==> config.mk <==
export PLATFORM = sky130hd
export DESIGN_NAME = gpioEdgeIrq
export DESIGN_NICKNAME = d
export VERILOG_FILES = /design/src/rtl/gpioIrqPkg.sv /design/src/rtl/gpioPinFilter.sv /design/src/rtl/gpioIrqCtrl.sv /design/src/rtl/gpioIrqDatapath.sv /design/src/rtl/gpioEdgeIrq.sv
export SDC_FILE = /design/constraint.sdc
export NUM_CORES = 1
export LEC_CHECK = 0
export ABC_AREA = 1
export BUFFER_PORTS_ARGS = -buffer_cell sky130_fd_sc_hd__buf_2
export CAP_MARGIN = 30
export CORE_ASPECT_RATIO = 1.75
export CORE_UTILIZATION = 40
export CTS_BUF_LIST = sky130_fd_sc_hd__clkbuf_4
export DETAILED_ROUTE_END_ITERATION = 8
export GPL_TIMING_DRIVEN = 0
export PLACE_DENSITY = 0.55
export SYNTH_ARGS = -nofsm -noshare
export SYNTH_HDL_FRONTEND = slang
export SYNTH_HIERARCHICAL = 1
export SYNTH_SLANG_ARGS = --single-unit
==> constraint.sdc <==
create_clock -name clk -period 3.5 [get_ports clk]
set_input_delay 0 -clock clk [delete_from_list [all_inputs] [get_ports clk]]
set_output_delay 0 -clock clk [all_outputs]
set_load 0.02 [all_outputs]
==> src/rtl/gpioIrqPkg.sv <==
package gpioIrqPkg;
  localparam int BANK_W = 8;
  localparam int BANKS = 2;
  localparam int NPIN = BANK_W * BANKS;
  localparam int REG_W = 8;
  localparam int ADDR_W = 4;
  localparam int FIELDS_PER_REG = REG_W / 2;
  localparam int SENSE_REGS = NPIN / FIELDS_PER_REG;
  localparam int ADDR_MASK0 = SENSE_REGS;
  localparam int ADDR_EVENT0 = ADDR_MASK0 + BANKS;
  localparam int ADDR_IRQ0 = ADDR_EVENT0 + BANKS;
  localparam int ADDR_DATA0 = ADDR_IRQ0 + BANKS;
  localparam int ADDR_CTRL = ADDR_DATA0 + BANKS;

  typedef enum logic [1:0] {
    SENSE_NONE = 2'b00,
    SENSE_RISE = 2'b01,
    SENSE_FALL = 2'b10,
    SENSE_BOTH = 2'b11
  } sense_e;

  typedef struct packed {
    logic [NPIN-1:0] clrEvent;
    logic [NPIN-1:0] clrIrq;
    logic [NPIN-1:0] senseChg;
    logic [NPIN-1:0] readClr;
  } strobe_t;
endpackage

==> src/rtl/gpioPinFilter.sv <==
module gpioPinFilter #(
  parameter int SYNC_STAGES = 2,
  parameter int DEB_CYCLES = 4
) (
  input  logic clk,
  input  logic rstN,
  input  logic pinRaw,
  input  logic debEn,
  output logic level,
  output logic change
);
  localparam int CNT_W = $clog2(DEB_CYCLES + 1);
  localparam logic [CNT_W-1:0] CNT_LAST = CNT_W'(DEB_CYCLES - 1);

  logic [SYNC_STAGES-1:0] syncQ;
  logic [CNT_W-1:0] stableCnt;
  logic syncOut;

  assign syncOut = syncQ[SYNC_STAGES-1];
  assign change = (syncOut != level) && (!debEn || stableCnt == CNT_LAST);

  always_ff @(posedge clk or negedge rstN) begin
    if (!rstN) begin
      syncQ <= '0;
      stableCnt <= '0;
      level <= 1'b0;
    end else begin
      syncQ <= {syncQ[SYNC_STAGES-2:0], pinRaw};
      if (syncOut == level || change) stableCnt <= '0;
      else stableCnt <= stableCnt + 1'b1;
      if (change) level <= syncOut;
    end
  end


  debounce_hold_chk: assert property (@(posedge clk) disable iff (!rstN)
    (debEn && syncOut != level && stableCnt != CNT_LAST) |=> $stable(level));
endmodule

==> src/rtl/gpioIrqCtrl.sv <==
module gpioIrqCtrl
  import gpioIrqPkg::*;
(
  input  logic                  clk,
  input  logic                  rstN,
  input  logic                  wrEn,
  input  logic                  rdEn,
  input  logic [ADDR_W-1:0]     addr,
  input  logic [REG_W-1:0]      wrData,
  input  logic [NPIN-1:0]       eventSt,
  input  logic [NPIN-1:0]       irqSrc,
  input  logic [NPIN-1:0]       pinLevel,
  output logic [REG_W-1:0]      rdData,
  output strobe_t               strobes,
  output logic [2*NPIN-1:0]     senseVec,
  output logic [NPIN-1:0]       maskVec,
  output logic                  debEn
);
  logic keepIrq;

  always_ff @(posedge clk or negedge rstN) begin
    if (!rstN) begin
      senseVec <= '0;
      maskVec <= '0;
      keepIrq <= 1'b0;
      debEn <= 1'b0;
    end else if (wrEn) begin
      for (int k = 0; k < SENSE_REGS; k++)
        if (addr == ADDR_W'(k)) senseVec[k*REG_W +: REG_W] <= wrData;
      for (int b = 0; b < BANKS; b++)
        if (addr == ADDR_W'(ADDR_MASK0 + b)) maskVec[b*BANK_W +: BANK_W] <= wrData;
      if (addr == ADDR_W'(ADDR_CTRL)) begin
        keepIrq <= wrData[0];
        debEn <= wrData[1];
      end
    end
  end

  always_comb begin
    strobes = '0;
    for (int b = 0; b < BANKS; b++) begin
      if (wrEn && addr == ADDR_W'(ADDR_EVENT0 + b))
        strobes.clrEvent[b*BANK_W +: BANK_W] = wrData;
      if (wrEn && addr == ADDR_W'(ADDR_IRQ0 + b))
        strobes.clrIrq[b*BANK_W +: BANK_W] = wrData;
      if (rdEn && !keepIrq && addr == ADDR_W'(ADDR_DATA0 + b))
        strobes.readClr[b*BANK_W +: BANK_W] = '1;
    end
    for (int k = 0; k < SENSE_REGS; k++)
      for (int j = 0; j < FIELDS_PER_REG; j++)
        if (wrEn && addr == ADDR_W'(k))
          strobes.senseChg[k*FIELDS_PER_REG + j] =
            (wrData[2*j +: 2] != senseVec[(k*FIELDS_PER_REG + j)*2 +: 2]);
  end

  always_comb begin
    rdData = '0;
    for (int k = 0; k < SENSE_REGS; k++)
      if (addr == ADDR_W'(k)) rdData = senseVec[k*REG_W +: REG_W];
    for (int b = 0; b < BANKS; b++) begin
      if (addr == ADDR_W'(ADDR_MASK0 + b)) rdData = maskVec[b*BANK_W +: BANK_W];
      if (addr == ADDR_W'(ADDR_EVENT0 + b)) rdData = eventSt[b*BANK_W +: BANK_W];
      if (addr == ADDR_W'(ADDR_IRQ0 + b)) rdData = irqSrc[b*BANK_W +: BANK_W];
      if (addr == ADDR_W'(ADDR_DATA0 + b)) rdData = pinLevel[b*BANK_W +: BANK_W];
    end
    if (addr == ADDR_W'(ADDR_CTRL)) rdData = {{(REG_W-2){1'b0}}, debEn, keepIrq};
  end


  sense_strobe_src_chk: assert property (@(posedge clk) disable iff (!rstN)
    !(wrEn && addr < ADDR_W'(SENSE_REGS)) |-> (strobes.senseChg == '0));


  keep_no_readclr_chk: assert property (@(posedge clk) disable iff (!rstN)
    keepIrq |-> (strobes.readClr == '0));
endmodule

==> src/rtl/gpioIrqDatapath.sv <==
module gpioIrqDatapath
  import gpioIrqPkg::*;
#(
  parameter int SYNC_STAGES = 2,
  parameter int DEB_CYCLES = 4
) (
  input  logic              clk,
  input  logic              rstN,
  input  logic [NPIN-1:0]   pinIn,
  input  strobe_t           strobes,
  input  logic [2*NPIN-1:0] senseVec,
  input  logic [NPIN-1:0]   maskVec,
  input  logic              debEn,
  output logic [NPIN-1:0]   eventSt,
  output logic [NPIN-1:0]   irqSrc,
  output logic [NPIN-1:0]   pinLevel
);
  logic [NPIN-1:0] pinChange;
  logic [NPIN-1:0] setVec;
  logic [NPIN-1:0] senseNone;
  logic [NPIN-1:0] clrBoth;

  for (genvar i = 0; i < NPIN; i++) begin : g_pin
    gpioPinFilter #(.SYNC_STAGES(SYNC_STAGES), .DEB_CYCLES(DEB_CYCLES)) u_filter (
      .clk(clk), .rstN(rstN), .pinRaw(pinIn[i]), .debEn(debEn),
      .level(pinLevel[i]), .change(pinChange[i])
    );
  end

  always_comb begin
    for (int i = 0; i < NPIN; i++) begin
      sense_e mode;
      mode = sense_e'(senseVec[2*i +: 2]);
      senseNone[i] = (mode == SENSE_NONE);
      unique case (mode)
        SENSE_RISE: setVec[i] = pinChange[i] & ~pinLevel[i];
        SENSE_FALL: setVec[i] = pinChange[i] & pinLevel[i];
        SENSE_BOTH: setVec[i] = pinChange[i];
        default:    setVec[i] = 1'b0;
      endcase
    end
  end

  assign clrBoth = strobes.clrEvent | strobes.clrIrq | strobes.senseChg;

  always_ff @(posedge clk or negedge rstN) begin
    if (!rstN) begin
      eventSt <= '0;
      irqSrc <= '0;
    end else begin
      eventSt <= setVec | (eventSt & ~clrBoth);
      irqSrc <= (setVec & maskVec) | (irqSrc & ~(clrBoth | strobes.readClr));
    end
  end


  irq_within_event_chk: assert property (@(posedge clk) disable iff (!rstN)
    (irqSrc & ~eventSt) == '0);


  masked_no_irq_chk: assert property (@(posedge clk) disable iff (!rstN)
    1'b1 |=> ((irqSrc & ~$past(irqSrc) & ~$past(maskVec)) == '0));


  none_no_event_chk: assert property (@(posedge clk) disable iff (!rstN)
    1'b1 |=> ((eventSt & ~$past(eventSt) & $past(senseNone)) == '0));


  sense_chg_clear_chk: assert property (@(posedge clk) disable iff (!rstN)
    |(strobes.senseChg & ~setVec) |=> ((eventSt & $past(strobes.senseChg & ~setVec)) == '0));


  read_clr_chk: assert property (@(posedge clk) disable iff (!rstN)
    |(strobes.readClr & ~setVec) |=> ((irqSrc & $past(strobes.readClr & ~setVec)) == '0));


  set_wins_chk: assert property (@(posedge clk) disable iff (!rstN)
    |setVec |=> ((eventSt & $past(setVec)) == $past(setVec)));
endmodule

==> src/rtl/gpioEdgeIrq.sv <==
module gpioEdgeIrq
  import gpioIrqPkg::*;
#(
  parameter int SYNC_STAGES = 2,
  parameter int DEB_CYCLES = 4
) (
  input  logic              clk,
  input  logic              rstN,
  input  logic [NPIN-1:0]   pinIn,
  input  logic              wrEn,
  input  logic              rdEn,
  input  logic [ADDR_W-1:0] addr,
  input  logic [REG_W-1:0]  wrData,
  output logic [REG_W-1:0]  rdData,
  output logic              irqN
);
  strobe_t strobes;
  logic [2*NPIN-1:0] senseVec;
  logic [NPIN-1:0] maskVec;
  logic [NPIN-1:0] eventSt;
  logic [NPIN-1:0] irqSrc;
  logic [NPIN-1:0] pinLevel;
  logic debEn;

  gpioIrqCtrl u_ctrl (
    .clk(clk), .rstN(rstN), .wrEn(wrEn), .rdEn(rdEn), .addr(addr), .wrData(wrData),
    .eventSt(eventSt), .irqSrc(irqSrc), .pinLevel(pinLevel), .rdData(rdData),
    .strobes(strobes), .senseVec(senseVec), .maskVec(maskVec), .debEn(debEn)
  );

  gpioIrqDatapath #(.SYNC_STAGES(SYNC_STAGES), .DEB_CYCLES(DEB_CYCLES)) u_datapath (
    .clk(clk), .rstN(rstN), .pinIn(pinIn), .strobes(strobes), .senseVec(senseVec),
    .maskVec(maskVec), .debEn(debEn), .eventSt(eventSt), .irqSrc(irqSrc),
    .pinLevel(pinLevel)
  );

  assign irqN = ~|irqSrc;


  irq_line_chk: assert property (@(posedge clk) disable iff (!rstN)
    (|irqSrc) |-> !irqN);
endmodule

-- Yosys cells after proc, flatten, opt, wreduce, memory -nomap -nowiden
Cells that the tools add are included.
- $add $sub $neg: 16
- equal/unequal tests: 124
- multiplexer cells: 67
- bitwise logic cells: 58
- reductions and logical operators: 71
- operators with widths (kind ; count):
    8-bit two-way mux ; 19
    16-bit bitwise OR ; 5
    2-bit == test (second input constant) ; 32
    3-bit by 1-bit adder with 3-bit output (second input constant) ; 16
    16-bit AND ; 3
    3-bit by 2-bit == test with 1-bit output (second input constant) ; 16
    3-bit two-way mux ; 16
    1-bit case mux with 3 select lines ; 16
    1-bit AND ; 32
    2-bit by 1-bit == test with 1-bit output (second input constant) ; 16
    1-bit logical OR ; 32
    2-bit != test ; 16
    16-bit inverter ; 2
    1-bit logical AND ; 27
    4-bit == test (second input constant) ; 5
    1-bit == test ; 16
    4-bit by 3-bit == test with 1-bit output (second input constant) ; 4
    1-bit two-way mux ; 16
    1-bit != test ; 16
    1-bit inverter ; 16
    16-bit OR reduction ; 1
    2-bit AND reduction ; 7
    4-bit by 2-bit == test with 1-bit output (second input constant) ; 2
    4-bit by 1-bit == test with 1-bit output (second input constant) ; 1
    2 further kinds ; 4
- bits in registers: 178
- bits of input ports: 32

-- Depth between registers and ports, before layout
Gate-level depths: netlist (run 1).
- word-level depth: 14
- mapped depth: 11
- depth with buffers taken out: 11

-- Hierarchy
Netlist (run 1), hierarchy kept.
- by module, submodules not included (module ; instances ; cells an instance ; area an instance (µm²) ; sequential area each (µm²)):
    gpioPinFilter ; 16 ; 24 ; 252.7 ; 150.1
    gpioIrqCtrl ; 1 ; 518 ; 3435.8 ; 1251.2
    gpioIrqDatapath ; 1 ; 368 ; 2822.7 ; 800.8
    gpioEdgeIrq ; 1 ; 27 ; 103.8 ; 0.0

-- Worst setup path after synthesis (run 1)
Ideal clock, no wire load.
- path type: input-to-reg
- start: in addr[3]
- end: reg u_datapath.irqSrc[15]
- arrival time: 1.374 ns
- data required time: 3.383 ns
- setup slack: 2.008 ns
- stages on the path: 10
- buffers on the path: 2
- path through: inv_1 -> nor2_2 -> inv_2 -> nor2_2 -> inv_1 -> buf_2 -> nor3_1 -> buf_4 -> nand3b_1 -> nand2_1
- RTL lines (what ; line ; source):
    from (decl) ; gpioEdgeIrq.sv:12 ; input logic [ADDR_W-1:0] addr,
    to (signal assigned) ; gpioIrqDatapath.sv:52 ; irqSrc <= (setVec & maskVec) | (irqSrc & ~(clrBoth | strobes.readClr));
    to (decl) ; gpioIrqDatapath.sv:15 ; output logic [NPIN-1:0] irqSrc,

-- Final worst setup path (run 1)
- start: in addr[1]
- end: out rdData[0]
- word-level cells in the longest chain between the ends: 14
- elaborated cells between the ends (all ways): 26
- classes of those cells: eq/ne: 12; mux: 13; reduce/logical: 1
- RTL lines (what ; line ; source):
    4-bit zero test ; gpioIrqCtrl.sv:59 ; if (addr == ADDR_W'(k)) rdData = senseVec[k*REG_W +: REG_W];
    8-bit two-way mux (4 in series) ; gpioIrqCtrl.sv:59 ;
    8-bit two-way mux ; gpioIrqCtrl.sv:61 ; if (addr == ADDR_W'(ADDR_MASK0 + b)) rdData = maskVec[b*BANK_W +: BANK_W];
    8-bit two-way mux ; gpioIrqCtrl.sv:62 ; if (addr == ADDR_W'(ADDR_EVENT0 + b)) rdData = eventSt[b*BANK_W +: BANK_W];
    8-bit two-way mux ; gpioIrqCtrl.sv:63 ; if (addr == ADDR_W'(ADDR_IRQ0 + b)) rdData = irqSrc[b*BANK_W +: BANK_W];
    8-bit two-way mux ; gpioIrqCtrl.sv:64 ; if (addr == ADDR_W'(ADDR_DATA0 + b)) rdData = pinLevel[b*BANK_W +: BANK_W];
    8-bit two-way mux ; gpioIrqCtrl.sv:61 ;
    8-bit two-way mux ; gpioIrqCtrl.sv:62 ;
    8-bit two-way mux ; gpioIrqCtrl.sv:63 ;
    8-bit two-way mux ; gpioIrqCtrl.sv:64 ;
    8-bit two-way mux (*) ; gpioIrqCtrl.sv:66 ; if (addr == ADDR_W'(ADDR_CTRL)) rdData = {{(REG_W-2){1'b0}}, debEn, keepIrq};
    to (decl) ; gpioEdgeIrq.sv:14 ; output logic [REG_W-1:0] rdData,
Mark *: on every way between the ends. The rest lies on a longest branch, timed or not.

==> results.toml, run 1 <==
[routing]
first_iter_violations = 343
dr.pass1.iters = 5
drcViolationCount = 0
detailroute.via_count = 8154
final_antenna_net_count = 0
post_drt_wl_per_cell_um = 14.61
post_detailed_routing_wire_length_um = 25430
avgViaCountPerCell = 4.684

[sta]
final-setup-viol-count = 0
slew_violations = 0
period_share_pct = 65.32
fin_hold_ws_ns = 0.1385
worst_pin_slew_ns = 0.6581
timing.clock.skew_ns = 0.01497
max-slew-margin-rel_pct = 55.97
final_hold_viol_count = 0
setup_repair_after_global_routing_missed_its_margin = "false"
fin_crit_ns = 2.286
fmaxAchievable_ghz = 0.4374

[critical_path]
setup.worst_path.end_class = "primary output"
cp_max_fo = 5
worst_setup_path_start_kind = "primary input"
arrival_time_at_the_worst_endpoint_ns = 2.29
critical_path_class = "primary input to primary output"
required_ns = 3.50

[placement]
dp_hpwl_um = 19540
post_dp_cell_area_mm2 = 0.01107
dp.cells = 1657
globalplace.congestion = 0.8596
place.port_buffers = 40

[floorplan]
start_util_pct = 40.91
floorplan.die.height_um = 215.4
core_area_mm2 = 0.02543
fp.dieW_um = 123.9
die_area_mm2 = 0.02669
floorplan.rows = 77
top_level_ports = 41

[finish]
final_net_count = 1522
finish.cell_count_without_fillers = 1741
design_area_mm2 = 0.01189
syn2layout_area_growth_pct = 14.25
post-route-util_pct = 46.74
post_route_cells_drive_above_1_share_pct = 15.25
fillCellCount = 2579

[power]
share_seq_of_total_power_pct = 49.9
finalPower_mw = 5.742
p_switching_mw = 2.151
combinational_fraction_of_design_power_pct = 28.5
worst_ir_drop_vdd_v = 0.0002330
p_int_mw = 3.591
static-leakage-power_nw = 6.004
share_clk_of_total_power_pct = 21.6
power.switching_fraction_pct = 37.46
pwrdens_mw_per_mm2 = 483.0

[synthesis]
async_flop_share_pct = 100.0
synth_cells = 1297
synthesis.yosys.warnings = 6
syn-num-nets = 1409
postSynthAreaPerCell_um2 = 8.023
yosys.cell_types.count = 32
synth.area.top_cells = "sky130_fd_sc_hd__dfrtp_1, sky130_fd_sc_hd__nand2_1, sky130_fd_sc_hd__ha_1"
yosys.area.top_type_share_pct = 42.80
synth_top_area_cell = "sky130_fd_sc_hd__dfrtp_1"
synthesis.area_mm2 = 0.01041
yosys_most_used_dff = "sky130_fd_sc_hd__dfrtp_1"
synth_seq_area_share_pct = 42.80
leading_post_synthesis_cells_by_instance_count = "sky130_fd_sc_hd__nand2_1, sky130_fd_sc_hd__inv_1, sky130_fd_sc_hd__dfrtp_1"
synth.ff_latch_count = 178
synth_most_common_cell = "sky130_fd_sc_hd__nand2_1"
synth-edff-count = 0

[cts]
post-cts-setup-buffer-count = 0
cts_htree_levels = 4
tritoncts.num_buffers = 17
cts_tree = "done"
cts_num_sinks = 178
clk_transition_reported_paths_ns = 0.14
clockBufferDepth = 2
cts_root_buf = "sky130_fd_sc_hd__clkbuf_4"
clock_insertion_delay_worst_skew_ns = 0.64

[global_routing]
grt_start_max_net_pins = 91
initial_antenna_violation_count = 2
first_pass_grt_wire_length_um = 41850
globalRouteOverflowTotal = 0
grt_resource_usage_total_pct = 21.17
first_global_vias = 8151

[job]
max_cap_viol_count = 0

[outcome]
status = "completed"

[hold_path]
holdCritPathClass = "primary input to flop"
-- flip-flops by register name, indices dropped and copies added, names as in the netlist --
name                                 flops
u_ctrl/maskVec                          16
u_ctrl/keepIrq                           1
u_datapath/irqSrc                       16
u_datapath/g_pin.u_filter/level         16
u_datapath/g_pin.u_filter/syncQ         32
u_ctrl/debEn                             1
u_datapath/g_pin.u_filter/stableCnt     48
u_datapath/eventSt                      16
u_ctrl/senseVec                         32
-- what timing repair did --
action | CTS | global route
gates resized for setup | 0 | 0
hold buffers | 50 | 0
endpoints found under the hold margin | 229 | 0
-- metrics by stage --
step	TNS [ns]	worst slack (ns)
final	0	1.214
after CTS	0	1.189
after global placement	-98.59	-0.5760
after global routing	0	1.086
after floorplan	0	2.008
after detailed placement	0	1.298
-- placed cells by master (no fill, tap or decap), types with 2 or more instances in the layout --
cell / count
sky130_fd_sc_hd__nand2_1: 333
sky130_fd_sc_hd__inv_1: 190
sky130_fd_sc_hd__dfrtp_1: 178
sky130_fd_sc_hd__nor2_1: 155
sky130_fd_sc_hd__ha_1: 80
sky130_fd_sc_hd__o21ai_0: 65
sky130_fd_sc_hd__nand3_1: 52
sky130_fd_sc_hd__dlygate4sd3_1: 49
sky130_fd_sc_hd__buf_2: 41
sky130_fd_sc_hd__nor2_4: 36
sky130_fd_sc_hd__clkbuf_4: 18
sky130_fd_sc_hd__clkinv_1: 17
sky130_fd_sc_hd__nand2_2: 17
sky130_fd_sc_hd__buf_4: 16
sky130_fd_sc_hd__clkbuf_1: 16
sky130_fd_sc_hd__xnor2_1: 16
sky130_fd_sc_hd__clkinvlp_2: 16
sky130_fd_sc_hd__nor3_2: 16
sky130_fd_sc_hd__nand3b_1: 16
sky130_fd_sc_hd__nand3_2: 16
sky130_fd_sc_hd__nand4_1: 15
sky130_fd_sc_hd__or2_2: 11
sky130_fd_sc_hd__a21oi_1: 8
sky130_fd_sc_hd__a41oi_1: 8
sky130_fd_sc_hd__nor2_2: 6
sky130_fd_sc_hd__clkinvlp_4: 5
sky130_fd_sc_hd__clkinv_2: 3
sky130_fd_sc_hd__bufinv_16: 3
sky130_fd_sc_hd__inv_2: 3
sky130_fd_sc_hd__nor3_1: 3
sky130_fd_sc_hd__diode_2: 2
sky130_fd_sc_hd__buf_16: 2
sky130_fd_sc_hd__buf_8: 2
sky130_fd_sc_hd__nand2_4: 2
sky130_fd_sc_hd__buf_6: 2
-- worst max-delay path, stage by stage --
cell and delay [ns]:
sky130_fd_sc_hd__dlygate4sd3_1 0.56, sky130_fd_sc_hd__buf_2 0.16, sky130_fd_sc_hd__inv_1 0.09, sky130_fd_sc_hd__nand2_1 0.10
sky130_fd_sc_hd__dlygate4sd3_1 0.57, sky130_fd_sc_hd__nor3_1 0.42, sky130_fd_sc_hd__nand2_1 0.11, sky130_fd_sc_hd__nand3_1 0.11
sky130_fd_sc_hd__buf_2 0.16
-- power by group through the flow --
| stage | combinational, mW | sequential [mW] | clock (mW) |
|---|---|---|---|
| after detailed placement | 1.61 | 2.92 | 0 |
| after CTS | 1.66 | 2.88 | 1.31 |
| after global placement | 1.54 | 2.92 | 0 |
| after global routing | 1.90 | 2.93 | 1.39 |
| final | 1.64 | 2.87 | 1.24 |
| after floorplan | 1.24 | 2.75 | 0 |
-- worst paths after layout --
kind / from / endpoint / slack, ns / depth (start not counted)
setup / recovery: addr[1] / rdData[0] / 1.21 / 9
hold / removal: addr[0] / u_ctrl/maskVec[13] / 0.14 / 6
setup reg to reg: u_ctrl/senseVec[29] / u_datapath/irqSrc[14] / 1.77 / 6
hold reg to reg: u_datapath/g_pin[8].u_filter/syncQ[0] / u_datapath/g_pin[8].u_filter/syncQ[1] / 0.36 / 0
max in group asynchronous: rstN / u_datapath/g_pin[3].u_filter/stableCnt[0] / 2.60 / 4
min in group asynchronous: rstN / u_datapath/g_pin[6].u_filter/level / 0.49 / 4
-- layer usage --
metal	part of all wire, %	vias up	global-route usage (%)
met1	38	3762	22.03
met4	6.0	0	13.85
met5	0	-	0
met3	2.7	78	3.832
met2	54	132	37.81
li1	-	4182	-
-- area by class of cell --
class | count | area [um^2] | area share [%]
antenna | 2 | 5.005 | 0.04210
buffer | 35 | 203.9 | 1.715
clock buffer | 18 | 135.1 | 1.137
clock inverter | 14 | 163.9 | 1.379
inverter | 225 | 864.6 | 7.272
multi-input combinational | 859 | 4883 | 41.08
sequential | 178 | 4454 | 37.47
tap | 316 | 395.4 | 3.326
timing repair buffer | 94 | 783.3 | 6.588
-- kinds of logic (layout without fill, tap and decap cells) --
group	after synthesis	count (layout)	synth area share, %
flip-flops	178	178	42.80
other	0	2	0
AO/OA/AOI/OAI	82	82	4.232
AND/OR/NAND/NOR	681	681	31.73
adder cells (fa/ha/maj)	80	80	9.619
buffers and inverters	260	386	10.27
XOR/XNOR	16	16	1.347
(Power assumes the default switching activity.)
==> run 2: changes to the inputs <==
- clock period: 3.5 -> 2.4 ns (I/O delays scaled with it)
==> run 2 against run 1 <==
  * Clock skew decreased by 0.0012 ns
  * Critical path type unchanged
  * Sequential cell count unchanged
  * Clock power increased by 45%
==> results.toml, run 2 (same netlist as run 1, synthesis figures left out) <==
[sta]
period_share_pct = 92.10
fin_crit_ns = 2.210
fmaxAchievable_ghz = 0.4524
max-slew-margin-rel_pct = 52.72
final_hold_viol_count = 0
postLayoutSetupSlackWorst_ns = 0.1896
timing.clock.skew_ns = 0.01381
setup_repair_after_global_routing_missed_its_margin = "false"
final-setup-viol-count = 0
slew_violations = 0
worst_pin_slew_ns = 0.7093

[power]
combinational_fraction_of_design_power_pct = 28.5
worst_ir_drop_vdd_v = 0.0003401
p_switching_mw = 3.134
p_int_mw = 5.234
share_seq_of_total_power_pct = 50.0
pwrdens_mw_per_mm2 = 705.1
power.switching_fraction_pct = 37.46
share_clk_of_total_power_pct = 21.6
static-leakage-power_nw = 5.990

[floorplan]
start_util_pct = 40.91
top_level_ports = 41
fp.dieW_um = 123.9
floorplan.rows = 77
floorplan.die.height_um = 215.4
die_area_mm2 = 0.02669
core_area_mm2 = 0.02543

[placement]
dp_hpwl_um = 19540
dp_slack_ns = 0.1983
place.port_buffers = 40
globalplace.congestion = 0.8596

[routing]
final_antenna_net_count = 0
detailroute.via_count = 8110
post_drt_wl_per_cell_um = 14.58
post_detailed_routing_wire_length_um = 25360
drcViolationCount = 0
avgViaCountPerCell = 4.661
first_iter_violations = 377
dr.pass1.iters = 5

[finish]
mostFrequentLayoutCells = "sky130_fd_sc_hd__nand2_1, sky130_fd_sc_hd__inv_1, sky130_fd_sc_hd__dfrtp_1"
post-route-util_pct = 46.66
registers.top_by_ff_count = "u_datapath/g_pin.u_filter/stableCnt"
final_net_count = 1521
post_route_cells_drive_above_1_share_pct = 15.40
reg.largest.list = "u_datapath/g_pin.u_filter/stableCnt (48), u_ctrl/senseVec (32), u_datapath/g_pin.u_filter/syncQ (32)"
largest_register_ff_count = 48
syn2layout_area_growth_pct = 14.06
layout.cells.most_common = "sky130_fd_sc_hd__nand2_1"

[global_routing]
grt_resource_usage_total_pct = 21.14
initial_antenna_violation_count = 2
first_global_vias = 8134
globalRouteOverflowTotal = 0
grt_start_max_net_pins = 91
first_pass_grt_wire_length_um = 41760

[critical_path]
worst_setup_path_start_kind = "primary input"
cpMostUsedCell = "sky130_fd_sc_hd__nor2_1"
worst-r2r-cell-count = 6
required_ns = 2.40
crit_chain = "dlygate4sd3_1, buf_2, nor2_1, nand2_1, nor2_1, nor2_1, nand4_1, nor2_1, nand4_1, nor2_1, nor2_1, buf_2"
critical_path_class = "primary input to primary output"
setup.worst_path.end_class = "primary output"
arrival_time_at_the_worst_endpoint_ns = 2.21
cp_max_fo = 7
cp_slowest_stage_delay_ns = 0.53
slowest_cell_on_the_critical_path = "sky130_fd_sc_hd__dlygate4sd3_1"

[cts]
cts_htree_levels = 4
clockBufferDepth = 2
cts_root_buf = "sky130_fd_sc_hd__clkbuf_4"
cts_tree = "done"
clock_insertion_delay_worst_skew_ns = 0.63
tritoncts.num_buffers = 17
cts_num_sinks = 178
clk_transition_reported_paths_ns = 0.13

[hold_path]
holdCritPathClass = "primary input to flop"
timing.hold.worst_path_depth = 6

[outcome]
status = "completed"

[job]
max_cap_viol_count = 0
## run 2: changes by cell type in the layout (fill, tap and decap cells not counted)
cell,change
sky130_fd_sc_hd__buf_16,-1
sky130_fd_sc_hd__dfrtp_1,-2
sky130_fd_sc_hd__dfrtp_2,+2
sky130_fd_sc_hd__nor3_1,-1
sky130_fd_sc_hd__nor3_2,+1
## run 2: final cells by class
type	count	area (um^2)
diodes	2	5.005
plain buffers	35	203.9
clock buffers	18	135.1
clock inverters	14	163.9
fillers	2579	13570
inverters	225	864.6
multi-input cells	859	4888
flip-flops and latches	178	4457
well taps	316	395.4
repair buffers	93	755.7
## run 2: path summary, 6_finish.rpt
kind                                                        from                               endpoint  slack, ns
min in group asynchronous                                   rstN                     u_ctrl/senseVec[1]       0.47
max reg2reg                                  u_ctrl/senseVec[29]                  u_datapath/irqSrc[14]       0.66
min reg2reg                u_datapath/g_pin[8].u_filter/syncQ[0]  u_datapath/g_pin[8].u_filter/syncQ[1]       0.36
max                                                      addr[3]                              rdData[2]       0.19
max in group asynchronous                                   rstN                    u_ctrl/senseVec[19]       1.05
min                                                      addr[0]                     u_ctrl/maskVec[12]       0.14
## run 2: repair_timing
action / 4_1_cts / 5_1_grt
endpoints found under the setup margin: 0 / 3
hold endpoints to repair: 229 / 0
setup buffers: 0 / 0
hold buffers: 49 / 0
resized for setup: 0 / 3
## run 2: through the flow
stage | TNS, ns | instances | hold WS, ns | total power, mW | cell area, um^2
after floorplan | 0 | 1297 | -0.2956 | 5.815 | 10410
after global placement | -297.47 | 1653 | 0.1073 | 6.510 | 11000
after detailed placement | 0 | 1657 | 0.05701 | 6.598 | 11070
after CTS | 0 | 1738 | 0.06335 | 8.518 | 11860
after global routing | 0 | 1739 | 0.1251 | 9.080 | 11870
final | 0 | 1740 | 0.1394 | 8.368 | 11870
## run 2: critical path, delay by kind of cell
kind | cells | cell delay, ns
buffers and inverters | 3 | 0.87
AND/OR/NAND/NOR | 9 | 1.34
## run 2: power by group through the flow
stage | registers [mW] | clock network, mW | logic [mW]
global route | 4.28 | 2.03 | 2.77
detailed placement | 4.25 | 0 | 2.34
CTS | 4.20 | 1.91 | 2.41
floorplan | 4.00 | 0 | 1.81
global placement | 4.26 | 0 | 2.25
finish | 4.18 | 1.80 | 2.38
## run 2: routing by layer
layer | track usage (%) | routed length [um]
met3 | 3.832 | 630
met5 | 0 | 0
met1 | 21.98 | 9666
met4 | 13.85 | 1508
met2 | 37.76 | 13560
==> run 3: changes to the inputs <==
- SYNTH_HIERARCHICAL: 1 -> unset
- TNS_END_PERCENT: unset -> 100
==> run 3 against run 2 <==
  * Via count fell by 12%
  * Non-clock buffer count decreased by 30
  * Critical path type is now flop to primary output
  * Routed wire length fell by 7.3%
  * Largest power group unchanged
  * Combinational power fell by 14%
==> results.toml, run 3 <==
[outcome]
status = "completed"

[routing]
post_drt_wl_per_cell_um = 15.81
post_detailed_routing_wire_length_um = 23510
detailroute.via_count = 7149
first_iter_violations = 379
dr.pass1.iters = 4
final_antenna_net_count = 0
avgViaCountPerCell = 4.808
drcViolationCount = 0

[sta]
setup_repair_after_global_routing_missed_its_margin = "false"
max-slew-margin-rel_pct = 46.03
final_hold_viol_count = 0
slew_violations = 0
final-setup-viol-count = 0
finalSetupTns_ns = 0
timing.clock.skew_ns = 0.01753
worst_pin_slew_ns = 0.8095
postLayoutSetupSlackWorst_ns = 0.2343
fin_crit_ns = 2.166
fmaxAchievable_ghz = 0.4617
fin_hold_ws_ns = 0.08794
period_share_pct = 90.24

[finish]
post_route_cells_drive_above_1_share_pct = 8.523
registers.top_by_ff_count = "u_datapath.g_pin.u_filter.stableCnt"
mostFrequentLayoutCells = "sky130_fd_sc_hd__nand2_1, sky130_fd_sc_hd__dfrtp_1, sky130_fd_sc_hd__inv_1"
post-route-util_pct = 46.53
final_net_count = 1286
reg.largest.list = "u_datapath.g_pin.u_filter.stableCnt (48), u_ctrl.senseVec (32), u_datapath.g_pin.u_filter.syncQ (32)"
syn2layout_area_growth_pct = 14.21
largest_register_ff_count = 48
layout.cells.most_common = "sky130_fd_sc_hd__nand2_1"

[floorplan]
top_level_ports = 41
floorplan.die.height_um = 202.9
floorplan.rows = 73
die_area_mm2 = 0.02370
core_area_mm2 = 0.02265
fp.dieW_um = 116.8
start_util_pct = 40.74

[global_routing]
globalRouteOverflowTotal = 0
initial_antenna_violation_count = 2
grt_start_max_net_pins = 92
first_global_vias = 7143
grt_resource_usage_total_pct = 21.77
first_pass_grt_wire_length_um = 37620

[placement]
place.port_buffers = 32
dp_slack_ns = 0.3843
globalplace.congestion = 0.9717
dp_hpwl_um = 17540

[synthesis]
synth_cells = 1076
synth_seq_area_share_pct = 48.27
synth-compound-area-share_pct = 10.12
postSynthAreaPerCell_um2 = 8.576
synth.ff_latch_count = 178
synthesis.area_mm2 = 0.009228
yosys.area.top_type_share_pct = 48.27
yosys_most_used_dff = "sky130_fd_sc_hd__dfrtp_1"
synthSimpleGateAreaFrac_pct = 19.53
yosys.cell_types.count = 31
async_flop_share_pct = 100.0
synthAdderAreaFrac_pct = 10.85
muxShareOfSynthArea_pct = 0
synthesis.yosys.warnings = 0
synth_most_common_cell = "sky130_fd_sc_hd__nand2_1"
yosys.area_share.xor_xnor_pct = 4.176
combinational_family_with_the_most_area_after_synthesis = "simple AND/OR/NAND/NOR gates"
syn-num-nets = 1188
leading_post_synthesis_cells_by_instance_count = "sky130_fd_sc_hd__nand2_1, sky130_fd_sc_hd__dfrtp_1, sky130_fd_sc_hd__inv_1"
synth_top_area_cell = "sky130_fd_sc_hd__dfrtp_1"
synth.area.top_cells = "sky130_fd_sc_hd__dfrtp_1, sky130_fd_sc_hd__ha_1, sky130_fd_sc_hd__nand2_1"
synth-edff-count = 0

[critical_path]
critical_path_class = "flop to primary output"
setup.worst_path.end_class = "primary output"
arrival_time_at_the_worst_endpoint_ns = 2.17
required_ns = 2.40
cp_max_fo = 4
worst_setup_path_start_kind = "flop"

[cts]
clock_insertion_delay_worst_skew_ns = 0.65
tritoncts.num_buffers = 17
cts_root_buf = "sky130_fd_sc_hd__clkbuf_4"
post-cts-setup-buffer-count = 0
clockBufferDepth = 2
ctsResizeCount = 0
ctsHoldBuffers = 46
cts_num_sinks = 178
cts_tree = "done"
clk_transition_reported_paths_ns = 0.14
cts_htree_levels = 4

[hold_path]
holdCritPathClass = "primary input to flop"

[job]
max_cap_viol_count = 0

[power]
worst_ir_drop_vdd_v = 0.0003062
pwrdens_mw_per_mm2 = 748.2
finalPower_mw = 7.885
static-leakage-power_nw = 5.237
==> run 3: changes by cell type after synthesis, moves of 28 or more <==
cell	change
sky130_fd_sc_hd__nor2_4	-33
sky130_fd_sc_hd__inv_1	-46
sky130_fd_sc_hd__xor2_1	+28
sky130_fd_sc_hd__nor2_1	-31
sky130_fd_sc_hd__o21ai_0	+43
sky130_fd_sc_hd__nand2_1	-114
==> run 3: final cells by class <==
| class | instances | area [um^2] |
|---|---|---|
| Antenna cell | 2 | 5.005 |
| Buffer | 19 | 88.84 |
| Clock buffer | 21 | 157.7 |
| Clock inverter | 9 | 115.1 |
| Fill cell | 2379 | 12110 |
| Inverter | 150 | 563.0 |
| Multi-Input combinational cell | 729 | 4121 |
| Sequential cell | 178 | 4454 |
| Tap cell | 300 | 375.4 |
| Timing Repair Buffer | 79 | 658.1 |
==> run 3: cells by family (layout without fill, tap and decap cells) <==
family	Yosys count	in the layout
AND/OR/NAND/NOR	434	434
buffers and inverters	169	278
XOR/XNOR	44	44
AO/OA/AOI/OAI	171	171
flip-flops	178	178
adder cells (fa/ha/maj)	80	80
other	0	2
==> run 3: worst paths after layout <==
check | from | end | slack [ns] | cells after the start
worst max-delay path | u_ctrl.senseVec[10] | rdData[2] | 0.23 | 9
worst min-delay path | addr[0] | u_ctrl.senseVec[18] | 0.09 | 7
worst max register to register | u_ctrl.debEn | u_datapath.irqSrc[5] | 0.39 | 6
worst min register to register | u_datapath.g_pin[4].u_filter.syncQ[0] | u_datapath.g_pin[4].u_filter.syncQ[1] | 0.34 | 0
max in group asynchronous | rstN | u_datapath.g_pin[5].u_filter.stableCnt[0] | 1.06 | 4
min in group asynchronous | rstN | u_datapath.g_pin[15].u_filter.syncQ[1] | 0.44 | 3
==> run 3: power by group <==
group | internal [mW] | total, mW | switching, mW
Clock | 0.740 | 1.73 | 0.992
Sequential | 3.55 | 4.10 | 0.546
Combinational | 0.822 | 2.05 | 1.23
==> run 3: worst max-delay path, stage by stage (launching register included) <==
cell and delay, ns:
sky130_fd_sc_hd__dfrtp_1 0.47, sky130_fd_sc_hd__nand3_1 0.10, sky130_fd_sc_hd__nand2_1 0.10, sky130_fd_sc_hd__nor2_1 0.04, sky130_fd_sc_hd__nand3_1 0.10, sky130_fd_sc_hd__nand2_1 0.06
sky130_fd_sc_hd__nand4_1 0.10, sky130_fd_sc_hd__nand2_1 0.08, sky130_fd_sc_hd__a21oi_1 0.24, sky130_fd_sc_hd__buf_2 0.22
==> run 3: routing by layer <==
layer | wire length (um) | vias up | share of wire, % | GRT usage (%)
met5 | 0 | - | 0 | 0
met4 | 1122 | 0 | 4.8 | 11.12
met3 | 683 | 50 | 2.9 | 4.478
met2 | 12330 | 137 | 52 | 38.44
met1 | 9372 | 3357 | 40 | 24.17
li1 | - | 3605 | - | -
==> run 3: per-stage QoR <==
stage / cells / area [um^2]
after CTS: 1485 / 10530
after detailed placement: 1409 / 9801
final: 1487 / 10540
after global routing: 1487 / 10540
after global placement: 1408 / 9763
after floorplan: 1076 / 9228
